`config.mk`:
```
export PLATFORM = sky130hd
export DESIGN_NAME = cfg_route_decoder
export DESIGN_NICKNAME = d
export VERILOG_FILES = /design/src/rtl/cfg_route_pkg.sv /design/src/rtl/cfg_route_decode.sv /design/src/rtl/cfg_route_ctrl.sv /design/src/rtl/cfg_route_decoder.sv
export SDC_FILE = /design/constraint.sdc
export NUM_CORES = 1
export LEC_CHECK = 0
export CORE_MARGIN = 4
export CORE_UTILIZATION = 40
export CTS_BUF_LIST = sky130_fd_sc_hd__clkbuf_8
export DETAILED_ROUTE_END_ITERATION = 6
export GPL_TIMING_DRIVEN = 0
export PLACE_DENSITY_LB_ADDON = 0.12
export SLEW_MARGIN = 20
export SYNTH_ARGS = -nofsm -noshare
export SYNTH_HDL_FRONTEND = slang
export SYNTH_HIERARCHICAL = 1
export SYNTH_SLANG_ARGS = --single-unit
```
`constraint.sdc`:
```
create_clock -name clk -period 3.2 [get_ports clk]
set_input_delay 0.64 -clock clk [delete_from_list [all_inputs] [get_ports clk]]
set_output_delay 0.64 -clock clk [all_outputs]
set_load 0.05 [all_outputs]
```
`src/rtl/cfg_route_pkg.sv`:
```
package cfg_route_pkg;

    localparam int BUS_W = 8;
    localparam int DEV_W = 5;
    localparam int FN_W  = 3;

    typedef enum logic [1:0] {
        ROUTE_LOCAL  = 2'd0,
        ROUTE_LINK   = 2'd1,
        ROUTE_BRIDGE = 2'd2
    } route_e;

    typedef enum logic {
        CFG_TYPE0 = 1'b0,
        CFG_TYPE1 = 1'b1
    } cfg_type_e;

    typedef struct packed {
        route_e    route;
        cfg_type_e ctype;
    } route_dec_t;

    typedef enum logic [1:0] {
        ST_IDLE  = 2'd0,
        ST_ISSUE = 2'd1,
        ST_WAIT  = 2'd2,
        ST_CPL   = 2'd3
    } ctrl_state_e;

    // Non-zero bus inside the inclusive bridge window
    function automatic logic bus_in_window(input logic [BUS_W-1:0] bus,
                                           input logic [BUS_W-1:0] lo,
                                           input logic [BUS_W-1:0] hi);
        return (bus != '0) && (bus >= lo) && (bus <= hi);
    endfunction

endpackage

```
`src/rtl/cfg_route_decode.sv`:
```
module cfg_route_decode
    import cfg_route_pkg::*;
#(
    parameter int NDEV = 4
) (
    input  logic [BUS_W-1:0] bus,
    input  logic [DEV_W-1:0] dev,
    input  logic [NDEV-1:0]  dev_enable,
    input  logic [NDEV-1:0]  fn0_present,
    input  logic [BUS_W-1:0] sec_bus,
    input  logic [BUS_W-1:0] sub_bus,
    output route_dec_t       dec
);

    logic [NDEV-1:0] claim_vec;
    logic            local_claim;
    logic            in_window;

    // One claim term per internal device
    for (genvar g = 0; g < NDEV; g++) begin : g_claim
        assign claim_vec[g] = (dev == DEV_W'(g)) && dev_enable[g] && fn0_present[g];
    end

    assign local_claim = (bus == '0) && (|claim_vec);
    assign in_window   = bus_in_window(bus, sec_bus, sub_bus);

    always_comb begin
        if (bus == '0) begin
            dec.route = local_claim ? ROUTE_LOCAL : ROUTE_LINK;
            dec.ctype = CFG_TYPE0;
        end else if (in_window) begin
            dec.route = ROUTE_BRIDGE;
            dec.ctype = (bus == sec_bus) ? CFG_TYPE0 : CFG_TYPE1;
        end else begin
            dec.route = ROUTE_LINK;
            dec.ctype = CFG_TYPE1;
        end
    end

endmodule

```
`src/rtl/cfg_route_ctrl.sv`:
```
module cfg_route_ctrl
    import cfg_route_pkg::*;
#(
    parameter int REG_W  = 8,
    parameter int DATA_W = 32,
    localparam int BE_W  = DATA_W / 8
) (
    input  logic              clk,
    input  logic              rst,
    input  logic              req_valid,
    output logic              req_ready,
    input  logic [BUS_W-1:0]  req_bus,
    input  logic [DEV_W-1:0]  req_dev,
    input  logic [FN_W-1:0]   req_fn,
    input  logic [REG_W-1:0]  req_reg,
    input  logic              req_write,
    input  logic [BE_W-1:0]   req_be,
    input  logic [DATA_W-1:0] req_wdata,
    input  route_dec_t        dec_in,
    input  logic [BUS_W-1:0]  sec_bus,
    input  logic [BUS_W-1:0]  sub_bus,
    output logic              loc_valid,
    output logic              dn_valid,
    output logic              dn_bridge,
    output logic              dn_type,
    output logic [BUS_W-1:0]  out_bus,
    output logic [DEV_W-1:0]  out_dev,
    output logic [FN_W-1:0]   out_fn,
    output logic [REG_W-1:0]  out_reg,
    output logic              out_write,
    output logic [BE_W-1:0]   out_be,
    output logic [DATA_W-1:0] out_wdata,
    input  logic              tgt_rsp_valid,
    input  logic              tgt_rsp_hit,
    input  logic [DATA_W-1:0] tgt_rsp_rdata,
    output logic              cpl_valid,
    output logic              cpl_abort,
    output logic [DATA_W-1:0] cpl_rdata
);

    ctrl_state_e       state;
    route_dec_t        dec_q;
    logic [BUS_W-1:0]  sec_q, sub_q;
    logic              hit_q;
    logic [DATA_W-1:0] rdata_q;

    always_ff @(posedge clk) begin
        if (rst) begin
            state     <= ST_IDLE;
            dec_q     <= '{route: ROUTE_LINK, ctype: CFG_TYPE0};
            sec_q     <= '0;
            sub_q     <= '0;
            hit_q     <= 1'b0;
            rdata_q   <= '0;
            out_bus   <= '0;
            out_dev   <= '0;
            out_fn    <= '0;
            out_reg   <= '0;
            out_write <= 1'b0;
            out_be    <= '0;
            out_wdata <= '0;
        end else begin
            unique case (state)
                ST_IDLE: if (req_valid) begin
                    dec_q     <= dec_in;
                    sec_q     <= sec_bus;
                    sub_q     <= sub_bus;
                    out_bus   <= req_bus;
                    out_dev   <= req_dev;
                    out_fn    <= req_fn;
                    out_reg   <= req_reg;
                    out_write <= req_write;
                    out_be    <= req_be;
                    out_wdata <= req_wdata;
                    state     <= ST_ISSUE;
                end
                ST_ISSUE: state <= ST_WAIT;
                ST_WAIT: if (tgt_rsp_valid) begin
                    hit_q   <= tgt_rsp_hit;
                    rdata_q <= tgt_rsp_rdata;
                    state   <= ST_CPL;
                end
                ST_CPL: state <= ST_IDLE;
                default: state <= ST_IDLE;
            endcase
        end
    end

    assign req_ready = (state == ST_IDLE);
    assign loc_valid = (state == ST_ISSUE) && (dec_q.route == ROUTE_LOCAL);
    assign dn_valid  = (state == ST_ISSUE) && (dec_q.route != ROUTE_LOCAL);
    assign dn_bridge = (dec_q.route == ROUTE_BRIDGE);
    assign dn_type   = dec_q.ctype;
    assign cpl_valid = (state == ST_CPL);
    assign cpl_abort = !hit_q;

    always_comb begin
        if (out_write)  cpl_rdata = '0;
        else if (hit_q) cpl_rdata = rdata_q;
        else            cpl_rdata = '1;
    end

    a_r8_single_outstanding: assert property (@(posedge clk) disable iff (rst)
        (req_valid && req_ready) |=> !req_ready);

    a_r6_issue_after_accept: assert property (@(posedge clk) disable iff (rst)
        (loc_valid || dn_valid) |-> $past(req_valid && req_ready));

    a_r6_payload_held: assert property (@(posedge clk) disable iff (rst)
        (!req_ready && $past(!req_ready)) |-> ($stable(out_bus) && $stable(out_dev) && $stable(out_wdata)));

    a_r9_cpl_follows_rsp: assert property (@(posedge clk) disable iff (rst)
        cpl_valid |-> $past(tgt_rsp_valid));

    a_r4_bridge_in_window: assert property (@(posedge clk) disable iff (rst)
        (dn_valid && dn_bridge) |-> bus_in_window(out_bus, sec_q, sub_q));

endmodule

```
`src/rtl/cfg_route_decoder.sv`:
```
module cfg_route_decoder
    import cfg_route_pkg::*;
#(
    parameter int NDEV   = 4,
    parameter int REG_W  = 8,
    parameter int DATA_W = 32,
    localparam int BE_W  = DATA_W / 8
) (
    input  logic              clk,
    input  logic              rst,
    input  logic              req_valid,
    output logic              req_ready,
    input  logic [BUS_W-1:0]  req_bus,
    input  logic [DEV_W-1:0]  req_dev,
    input  logic [FN_W-1:0]   req_fn,
    input  logic [REG_W-1:0]  req_reg,
    input  logic              req_write,
    input  logic [BE_W-1:0]   req_be,
    input  logic [DATA_W-1:0] req_wdata,
    input  logic [NDEV-1:0]   dev_enable,
    input  logic [NDEV-1:0]   fn0_present,
    input  logic [BUS_W-1:0]  sec_bus,
    input  logic [BUS_W-1:0]  sub_bus,
    output logic              loc_valid,
    output logic [DEV_W-1:0]  loc_dev,
    output logic              dn_valid,
    output logic              dn_bridge,
    output logic              dn_type,
    output logic [BUS_W-1:0]  out_bus,
    output logic [DEV_W-1:0]  out_dev,
    output logic [FN_W-1:0]   out_fn,
    output logic [REG_W-1:0]  out_reg,
    output logic              out_write,
    output logic [BE_W-1:0]   out_be,
    output logic [DATA_W-1:0] out_wdata,
    input  logic              tgt_rsp_valid,
    input  logic              tgt_rsp_hit,
    input  logic [DATA_W-1:0] tgt_rsp_rdata,
    output logic              cpl_valid,
    output logic              cpl_abort,
    output logic [DATA_W-1:0] cpl_rdata
);

    route_dec_t dec;

    cfg_route_decode #(.NDEV(NDEV)) u_decode (
        .bus         (req_bus),
        .dev         (req_dev),
        .dev_enable  (dev_enable),
        .fn0_present (fn0_present),
        .sec_bus     (sec_bus),
        .sub_bus     (sub_bus),
        .dec         (dec)
    );

    cfg_route_ctrl #(.REG_W(REG_W), .DATA_W(DATA_W)) u_ctrl (
        .clk           (clk),
        .rst           (rst),
        .req_valid     (req_valid),
        .req_ready     (req_ready),
        .req_bus       (req_bus),
        .req_dev       (req_dev),
        .req_fn        (req_fn),
        .req_reg       (req_reg),
        .req_write     (req_write),
        .req_be        (req_be),
        .req_wdata     (req_wdata),
        .dec_in        (dec),
        .sec_bus       (sec_bus),
        .sub_bus       (sub_bus),
        .loc_valid     (loc_valid),
        .dn_valid      (dn_valid),
        .dn_bridge     (dn_bridge),
        .dn_type       (dn_type),
        .out_bus       (out_bus),
        .out_dev       (out_dev),
        .out_fn        (out_fn),
        .out_reg       (out_reg),
        .out_write     (out_write),
        .out_be        (out_be),
        .out_wdata     (out_wdata),
        .tgt_rsp_valid (tgt_rsp_valid),
        .tgt_rsp_hit   (tgt_rsp_hit),
        .tgt_rsp_rdata (tgt_rsp_rdata),
        .cpl_valid     (cpl_valid),
        .cpl_abort     (cpl_abort),
        .cpl_rdata     (cpl_rdata)
    );

    assign loc_dev = out_dev;

    a_r2_local_bus_zero: assert property (@(posedge clk) disable iff (rst)
        loc_valid |-> ((out_bus == '0) && (int'(loc_dev) < NDEV)));

    a_r1_idle_after_reset: assert property (@(posedge clk)
        $past(rst) |-> (req_ready && !loc_valid && !dn_valid && !cpl_valid));

endmodule

```
==> results of run 1 <==
[synth_stat cells, drive strengths merged, types with 3 or more instances]
cell / count / area [um^2]
dfxtp: 99 / 1980
buf: 34 / 279
nand2: 202 / 761
nor2: 4 / 15.0
nand4: 4 / 25.0
clkbuf: 10 / 37.5
ha: 21 / 263
o21ai: 5 / 25.0
a21oi: 134 / 727
nor2b: 3 / 18.8
inv: 54 / 203
nor4: 3 / 18.8
[power breakdown]
group / internal (mW) / switching (mW)
Clock: 0.376 / 0.416
Sequential: 1.44 / 0.116
Combinational: 0.963 / 1.72
[per-stage QoR]
| stage | instances | setup slack [ns] | power (mW) | hold slack [ns] |
|---|---|---|---|---|
| 6_report | 973 | 0.336 | 5.03 | 0.457 |
| 5_1_grt | 973 | 0.207 | 5.29 | 0.476 |
| 4_1_cts | 973 | 0.316 | 5.08 | 0.460 |
| 3_5_place_dp | 957 | 0.582 | 4.27 | 0.448 |
| 3_3_place_gp | 957 | 0.619 | 4.22 | 0.442 |
| 2_1_floorplan | 592 | 0.851 | 3.34 | 0.436 |
[how the worst max path moves through the flow]
stage	start	end	slack, ns	cells after the start
finish	u_ctrl/out_write$_SDFFE_PP0P_	cpl_rdata[29]	0.34	4
floorplan	u_ctrl/state[1]$_SDFFE_PP0P_	loc_valid	0.85	3
global placement	req_bus[5]	u_ctrl/dec_q[2]$_SDFFE_PP0P_	0.62	8
detailed placement	req_bus[5]	u_ctrl/dec_q[2]$_SDFFE_PP0P_	0.58	8
CTS	u_ctrl/out_write$_SDFFE_PP0P_	cpl_rdata[29]	0.32	4
global route	u_ctrl/out_write$_SDFFE_PP0P_	cpl_rdata[29]	0.21	4
[layer usage]
| layer | up-vias | share of wire | global-route usage |
|---|---|---|---|
| met5 | - | 0 | 0 |
| li1 | 2361 | - | - |
| met3 | 17 | 0.088 | 0.0743 |
| met1 | 2061 | 0.39 | 0.224 |
| met2 | 158 | 0.50 | 0.369 |
| met4 | 0 | 0.016 | 0.0665 |
[cell type report]
cell class / instances / area share
clock buffer: 10 / 0.0193
clock inverter: 6 / 0.00808
tap: 140 / 0.0246
timing repair buffer: 225 / 0.316
sequential: 99 / 0.278
multi-input combinational: 395 / 0.280
inverter: 54 / 0.0285
buffer: 44 / 0.0445
[worst min-delay path: cells and delay by family, from the launching register on]
| family | cells | cell delay [ns] |
|---|---|---|
| compound gates | 1 | 0.05 |
| flops | 1 | 0.32 |
| simple gates | 1 | 0.05 |
[kinds of logic (layout without fill, tap and decap cells)]
kind of cell	Yosys count	count (layout)	share of synthesized area
DFF	99	99	0.441
and+or+nand+nor	225	225	0.199
buffers and inverters	98	339	0.115
muxes	1	1	0.00223
AOI/OAI and AO/OA	148	148	0.184
adders and majority gates	21	21	0.0584
==> out/metrics.cfg, run 1 <==
[cts]
cts_buffers = 9
cts_hold_buf = 0
cts-root-buf = clkbuf_8
h-tree-depth = 3
clock_sinks = 99
ctsLongestPathBuffers = 2
path_clk_slew_ns = 0.09
cts_resized = 0
insertion_delay_ns = 0.36
post-cts-setup-buffer-count = 0
cts_tree = done

[die]
rows = 38
core_area_um2 = 10900
die_x_um = 114
pin_count = 227
dieArea_um2 = 13000
die-height_um = 114
start_util = 0.411

[placement]
gp_congestion = 0.869
placed_area_um2 = 6920
hpwl_um = 11100
port_buffers = 225

[layout]
final_cell_mix = clkdlybuf4s50_1, nand2_1, a21oi_1
drive_above_1_share = 0.0804
layout_commonest_cell = clkdlybuf4s50_1
area_growth_pct = 58.3
design_area_um2 = 7120
diodes = 0
utilization = 0.651
nets = 971
reg_top3 = u_ctrl/out_wdata x32, u_ctrl/rdata_q x32
seq_area_um2 = 1980
multi_input_area_um2 = 2000
fillers = 1002

[run_status]
status = finished, final reports clean

[critical_path]
cpMostUsedCell = clkbuf_1
critical-path-slowest-cell = clkdlybuf4s50_1
critPathKind = reg -> out
critPathTopFamily = buffers and inverters
endpoint_kind = output pin
r2r-end = u_ctrl/out_reg[7]$_SDFFE_PP0P_
r2r_start = u_ctrl/state[0]$_SDFFE_PP0P_
r2r_cells = 6
cp-start-kind = register
path_cells = clkbuf_1 > clkbuf_1 > a21oi_1 > clkdlybuf4s50_1
reg2reg_setup_slack_ns = 1.68
crit_required_ns = 2.56
cp.buffers_inverters = 3
path_max_fanout = 10
cp.arrival_ns = 2.22
max_stage_delay_ns = 0.72

[timing]
slew_headroom = 0.635
period_minus_slack_ns = 2.86
fin_skew_ns = 0.00656
report.final.slew_viol_count = 0
rsz0062_at_grt = no
hold_viol = 0
finalSetupViolations = 0
worst_pin_slew_ns = 0.545
max_freq_ghz = 0.349
finalSetupTns_ns = 0
finalCritPeriodShare = 0.895

[synth]
synth_edf_count = 0
synth_ff_type = dfxtp_1
avgSynthCellArea_um2 = 7.60
yosys_register_bits = 99
syn_inst = 592
async_reset_ff_frac = 0
synth_cell_types = 35
syn_area_um2 = 4500
ys_warn_count = 6
yosysSeqAreaShare = 0.441
syn_nets = 735

[grt]
antenna_found_initial = 0
grt_pass1_wl_um = 21500
grt_pass1_vias = 4621
grt_usage = 0.205
grt_overflow = 0
grt_max_degree = 16

[routing]
drc = 0
drt_iter0_markers = 260
dr_total_vias = 4597
dr.pass1.iters = 4
post_drt_via_cell_ratio = 4.72
routed_wl_um = 13800
ant_nets = 0
routedWlPerCell_um = 14.2

[worst_hold_path]
min-delay-start = u_ctrl/out_reg[3]$_SDFFE_PP0P_
min_path_cells = 2
hold_end = u_ctrl/out_reg[3]$_SDFFE_PP0P_
hold_path.class = reg -> reg

[pwr]
peakVddDrop_uv = 374
p_per_area_nw_per_um2 = 706
p_leak_nw = 2.68

[run]
cap_violations = 0

No activity file was read; power rests on OpenSTA's default activity.
==> run 2, diff against run 1 <==
ABC_CLOCK_PERIOD_IN_PS = 3200   (was unset)
RECOVER_POWER = 100   (was unset)
==> run 2 against run 1 <==
Net effect: cell count unchanged; clock power hardly changed; first-iteration DRC count shrank 7.7%; sequential cell count unchanged; sequential power hardly changed; total power fell by 4.7%; routed wire length shrank 0.41%; count of clock-buffer cells in the layout stayed put; worst hold slack got worse by 0.0034 ns.
==> out/metrics.cfg, run 2 (synthesized netlist as in run 1, its figures left out) <==
[pwr]
p_leak_nw = 2.74  ; +2.4%
p_per_area_nw_per_um2 = 688  ; -2.6%
peakVddDrop_uv = 365  ; -2.3%

[die]
die_x_um = 114  ; unchanged
pin_count = 227  ; unchanged
core_area_um2 = 10900  ; unchanged
start_util = 0.411  ; unchanged
rows = 38  ; unchanged
dieArea_um2 = 13000  ; unchanged
die-height_um = 114  ; unchanged

[placement]
port_buffers = 225  ; unchanged
gp_congestion = 0.869  ; unchanged
hpwl_um = 11100  ; unchanged
placed_area_um2 = 6920  ; unchanged
pre_cts_ws_ns = 0.582  ; unchanged

[grt]
grt_overflow = 0  ; unchanged
grt_pass1_vias = 4621  ; unchanged
antenna_found_initial = 0  ; unchanged
grt_max_degree = 16  ; unchanged
grt_pass1_wl_um = 21500  ; unchanged
grt_usage = 0.205  ; unchanged

[layout]
layout_commonest_cell = nand2_1
diodes = 0  ; unchanged
reg_top3 = u_ctrl/out_wdata x32, u_ctrl/rdata_q x32
fillers = 1031  ; +2.9%
drive_above_1_share = 0.0540  ; -0.0264
nets = 971  ; unchanged
design_area_um2 = 6970  ; -2.1%
area_growth_pct = 55.0
final_cell_mix = nand2_1, a21oi_1, clkdlybuf4s50_1
utilization = 0.637  ; -0.0137

[timing]
report.final.slew_viol_count = 0  ; unchanged
slew_headroom = 0.633  ; -0.00256
hold_viol = 0  ; unchanged
finalSetupTns_ns = 0  ; unchanged
finalSetupViolations = 0  ; unchanged
worst_pin_slew_ns = 0.549  ; +0.00374 ns
max_freq_ghz = 0.342  ; -2.0%
finalCritPeriodShare = 0.913  ; +0.0185
rsz0062_at_grt = no
fin_skew_ns = 0.00595  ; -0.000608 ns
hold-worst-slack_ns = 0.453  ; -0.00341 ns
fin_ws_ns = 0.277  ; -0.0591 ns
period_minus_slack_ns = 2.92  ; +0.0591 ns

[critical_path]
critPathKind = reg -> out
crit_required_ns = 2.56  ; about the same
cpMostUsedCell = clkbuf_1
critical-path-slowest-cell = dlygate4sd3_1
cp-start-kind = register
path_max_fanout = 10  ; unchanged
cp.arrival_ns = 2.28  ; +0.06 ns
max_stage_delay_ns = 0.78  ; +0.06 ns
path_cells = clkbuf_1 > clkbuf_1 > a21oi_1 > dlygate4sd3_1
r2r-end = u_ctrl/out_reg[7]$_SDFFE_PP0P_
reg2reg_setup_slack_ns = 1.26  ; -0.42 ns
r2r_start = u_ctrl/state[0]$_SDFFE_PP0P_
endpoint_kind = output pin
r2r_cells = 7  ; +1

[cts]
cts-root-buf = clkbuf_8
path_clk_slew_ns = 0.09  ; about the same
ctsLongestPathBuffers = 2  ; unchanged
cts_resized = 0  ; unchanged
clock_sinks = 99  ; unchanged
cts_tree = done
post-cts-setup-buffer-count = 0  ; unchanged
insertion_delay_ns = 0.36  ; about the same
h-tree-depth = 3  ; unchanged
cts_buffers = 9  ; unchanged
cts_hold_buf = 0  ; unchanged

[routing]
top_layer = met4
dr_total_vias = 4622  ; +0.54%
routed_wl_um = 13800  ; -0.41%
ant_nets = 0  ; unchanged
drt_iter0_markers = 240  ; -7.7%
drc = 0  ; unchanged
met3WireLength_um = 1210  ; -0.33%
drt-met1-wl_um = 5350  ; -1.1%
wl_met2_um = 6990  ; +0.43%
dr.pass1.iters = 5  ; +1
post_drt_via_cell_ratio = 4.75  ; +0.54%
routedWlPerCell_um = 14.1  ; -0.41%

[worst_hold_path]
min_path_cells = 2  ; unchanged
hold_path.class = reg -> reg
min-delay-start = u_ctrl/out_reg[3]$_SDFFE_PP0P_
hold_end = u_ctrl/out_reg[3]$_SDFFE_PP0P_

[run_status]
status = finished, final reports clean

[run]
cap_violations = 0  ; unchanged

[run 2: worst max-delay path: cells and delay by family (launching register included)]
family | cells | cell delay, ns
buf+inv | 3 | 1.51
compound gates | 1 | 0.08
flops | 1 | 0.33
[run 2: stage by stage]
stage               instances  power (mW)
floorplan                 592        3.34
global placement          957        4.22
detailed placement        957        4.27
CTS                       973        5.08
global route              973        5.06
finish                    973        4.79
[run 2: power breakdown]
group / switching (mW) / internal [mW]
logic: 1.69 / 0.768
registers: 0.109 / 1.44
clock network: 0.414 / 0.376
[run 2: worst max-delay path by stage]
stage | end | slack (ns) | startpoint
5_1_grt | cpl_rdata[29] | 0.16 | u_ctrl/out_write$_SDFFE_PP0P_
2_1_floorplan | loc_valid | 0.85 | u_ctrl/state[1]$_SDFFE_PP0P_
3_5_place_dp | u_ctrl/dec_q[2]$_SDFFE_PP0P_ | 0.58 | req_bus[5]
4_1_cts | cpl_rdata[29] | 0.32 | u_ctrl/out_write$_SDFFE_PP0P_
6_report | cpl_rdata[29] | 0.28 | u_ctrl/out_write$_SDFFE_PP0P_
3_3_place_gp | u_ctrl/dec_q[2]$_SDFFE_PP0P_ | 0.62 | req_bus[5]
[run 2: area by class of cell]
class / count / area, um^2 / share of cell area
multi-input cells: 395 / 1960 / 0.281
well taps: 140 / 175 / 0.0251
clock buffers: 10 / 138 / 0.0197
plain buffers: 44 / 206 / 0.0296
repair buffers: 225 / 2250 / 0.323
clock inverters: 6 / 57.6 / 0.00826
inverters: 54 / 203 / 0.0291
flip-flops and latches: 99 / 1980 / 0.284
[run 2: per-layer routing]
layer / GRT usage / vias up
met5: 0 / -
met4: 0.0665 / 0
met1: 0.224 / 2076
li1: - / 2367
met3: 0.0743 / 14
met2: 0.369 / 165
==> run 3, diff against run 2 <==
CORE_ASPECT_RATIO = 1.75   (was unset)
CORE_MARGIN = 2   (was 4)
CTS_CLUSTER_DIAMETER = 40   (was unset)
==> run 3 against run 2 <==
Net effect: combinational power is essentially flat; non-clock buffer count is the same; die area shrank 6.6%; worst hold slack gained 0.0011 ns; maximum frequency shrank 0.58%; largest cell class unchanged.
==> out/metrics.cfg, run 3 (synthesized netlist as in run 1, its figures left out) <==
[grt]
grt_pass1_wl_um = 22000  ; +2.3%
grt_pass1_vias = 4801  ; +3.9%
grt_overflow = 0  ; unchanged
grt_usage = 0.224  ; +0.0184
grt_max_degree = 17  ; +1
antenna_found_initial = 1  ; +1

[critical_path]
critPathKind = reg -> out
critical-path-slowest-cell = dlygate4sd3_1
max_stage_delay_ns = 0.78  ; about the same
cp.arrival_ns = 2.30  ; +0.02 ns
cp-start-kind = register
crit_required_ns = 2.56  ; about the same
critPathTopFamily = buffers and inverters
cp.buffers_inverters = 3  ; unchanged
cpMostUsedCell = clkbuf_1
endpoint_kind = output pin
path_cells = clkbuf_1 > clkbuf_1 > a21oi_1 > dlygate4sd3_1
path_max_fanout = 10  ; unchanged

[timing]
finalCritPeriodShare = 0.919  ; +0.00529
hold_viol = 0  ; unchanged
report.final.slew_viol_count = 0  ; unchanged
max_freq_ghz = 0.340  ; -0.58%
hold-worst-slack_ns = 0.454  ; +0.00107 ns
finalSetupTns_ns = 0  ; unchanged
worst_pin_slew_ns = 0.569  ; +0.0199 ns
rsz0062_at_grt = no
fin_skew_ns = 0.00721  ; +0.00127 ns
finalSetupViolations = 0  ; unchanged
period_minus_slack_ns = 2.94  ; +0.0169 ns
slew_headroom = 0.619  ; -0.0133

[cts]
cts-root-buf = clkbuf_8
ctsLongestPathBuffers = 2  ; unchanged
cts_hold_buf = 0  ; unchanged
cts_buffers = 9  ; unchanged
h-tree-depth = 3  ; unchanged
post-cts-setup-buffer-count = 0  ; unchanged
clock_sinks = 99  ; unchanged
insertion_delay_ns = 0.36  ; about the same
cts_tree = done
path_clk_slew_ns = 0.09  ; about the same
cts_resized = 0  ; unchanged

[layout]
fillers = 1001  ; -2.9%
reg_top3 = u_ctrl/out_wdata x32, u_ctrl/rdata_q x32
final_cell_mix = nand2_1, a21oi_1, clkdlybuf4s50_1
drive_above_1_share = 0.0588  ; +0.00480
layout_commonest_cell = nand2_1
nets = 971  ; unchanged
area_growth_pct = 55.6

[placement]
gp_congestion = 0.864  ; -0.58%
port_buffers = 225  ; unchanged
hpwl_um = 11100  ; +0.50%

[pwr]
p_leak_nw = 2.75  ; +0.39%
peakVddDrop_uv = 489  ; +34%
total_power_mw = 4.87  ; +1.6%
p_per_area_nw_per_um2 = 696  ; +1.3%

[routing]
wl_met2_um = 7370  ; +5.5%
post_drt_via_cell_ratio = 4.86  ; +2.4%
ant_nets = 0  ; unchanged
top_layer = met4
drt-met1-wl_um = 4970  ; -7.0%
drt_iter0_markers = 160  ; -33%
dr.pass1.iters = 5  ; unchanged
dr_total_vias = 4697  ; +1.6%
routed_wl_um = 13700  ; -0.16%
routedWlPerCell_um = 14.2  ; +0.56%
met3WireLength_um = 1070  ; -12%
drc = 0  ; unchanged

[run_status]
status = finished, final reports clean

[die]
core_area_um2 = 11000  ; +0.95%
die-height_um = 144  ; +27%
rows = 51  ; +34%
pin_count = 227  ; unchanged
dieArea_um2 = 12100  ; -6.6%
start_util = 0.407  ; -0.00387
die_x_um = 84.2  ; -26%

[worst_hold_path]
hold_path.class = reg -> reg

[run]
cap_violations = 0  ; unchanged

[run 3: changes by cell type in the layout (fill, tap and decap cells not counted)]
cell | before | now
clkbuf_8 | 10 | 9
clkinv_4 | 0 | 2
a21oi_1 | 129 | 126
a21oi_2 | 5 | 8
clkinvlp_4 | 2 | 1
bufinv_16 | 1 | 2
inv_1 | 56 | 55
and2_1 | 0 | 1
diode_2 | 0 | 1
and2_0 | 2 | 1
[run 3: worst paths after layout]
check                                               startpoint  cells after the start                                 to  slack, ns
worst max-delay path             u_ctrl/out_write$_SDFFE_PP0P_                      4                      cpl_rdata[24]       0.26
worst min-delay path            u_ctrl/out_bus[1]$_SDFFE_PP0P_                      2     u_ctrl/out_bus[1]$_SDFFE_PP0P_       0.45
worst max register to register    u_ctrl/state[0]$_SDFFE_PP0P_                      7  u_ctrl/out_wdata[11]$_SDFFE_PP0P_       1.24
worst min register to register  u_ctrl/out_bus[1]$_SDFFE_PP0P_                      2     u_ctrl/out_bus[1]$_SDFFE_PP0P_       0.45
[run 3: area by class of cell]
type | instances | area (um^2) | area share
Timing Repair Buffer | 225 | 2250 | 0.322
Sequential cell | 99 | 1980 | 0.283
Multi-Input combinational cell | 395 | 1970 | 0.281
Buffer | 44 | 206 | 0.0295
Inverter | 54 | 203 | 0.0290
Tap cell | 132 | 165 | 0.0236
Clock buffer | 9 | 124 | 0.0177
Clock inverter | 7 | 93.8 | 0.0134
Antenna cell | 1 | 2.50 | 0.000358
[run 3: metal layers]
metal,up-vias,GRT usage
met5,-,0
met4,0,0.0874
met3,20,0.0679
met2,171,0.426
met1,2136,0.224
li1,2370,-
[run 3: power breakdown]
part	leakage, nW	switching [mW]	internal, mW	total [mW]
clock	0.111	0.428	0.439	0.867
sequential	0.808	0.108	1.44	1.55
combinational	1.83	1.69	0.766	2.46
[run 3: worst min-delay path, stage by stage, from the launching register on]
cell,delay (ns)
dfxtp_1,0.31
nand2_1,0.05
a21oi_1,0.05
[run 3: per-stage QoR]
| stage | cells | worst slack [ns] | instance area, um^2 | utilization |
|---|---|---|---|---|
| global route | 966 | 0.118 | 7000 | 0.634 |
| global placement | 949 | 0.603 | 6910 | 0.626 |
| CTS | 965 | 0.304 | 7130 | 0.646 |
| detailed placement | 949 | 0.578 | 6910 | 0.626 |
| floorplan | 592 | 0.851 | 4500 | - |
| finish | 966 | 0.260 | 7000 | 0.634 |
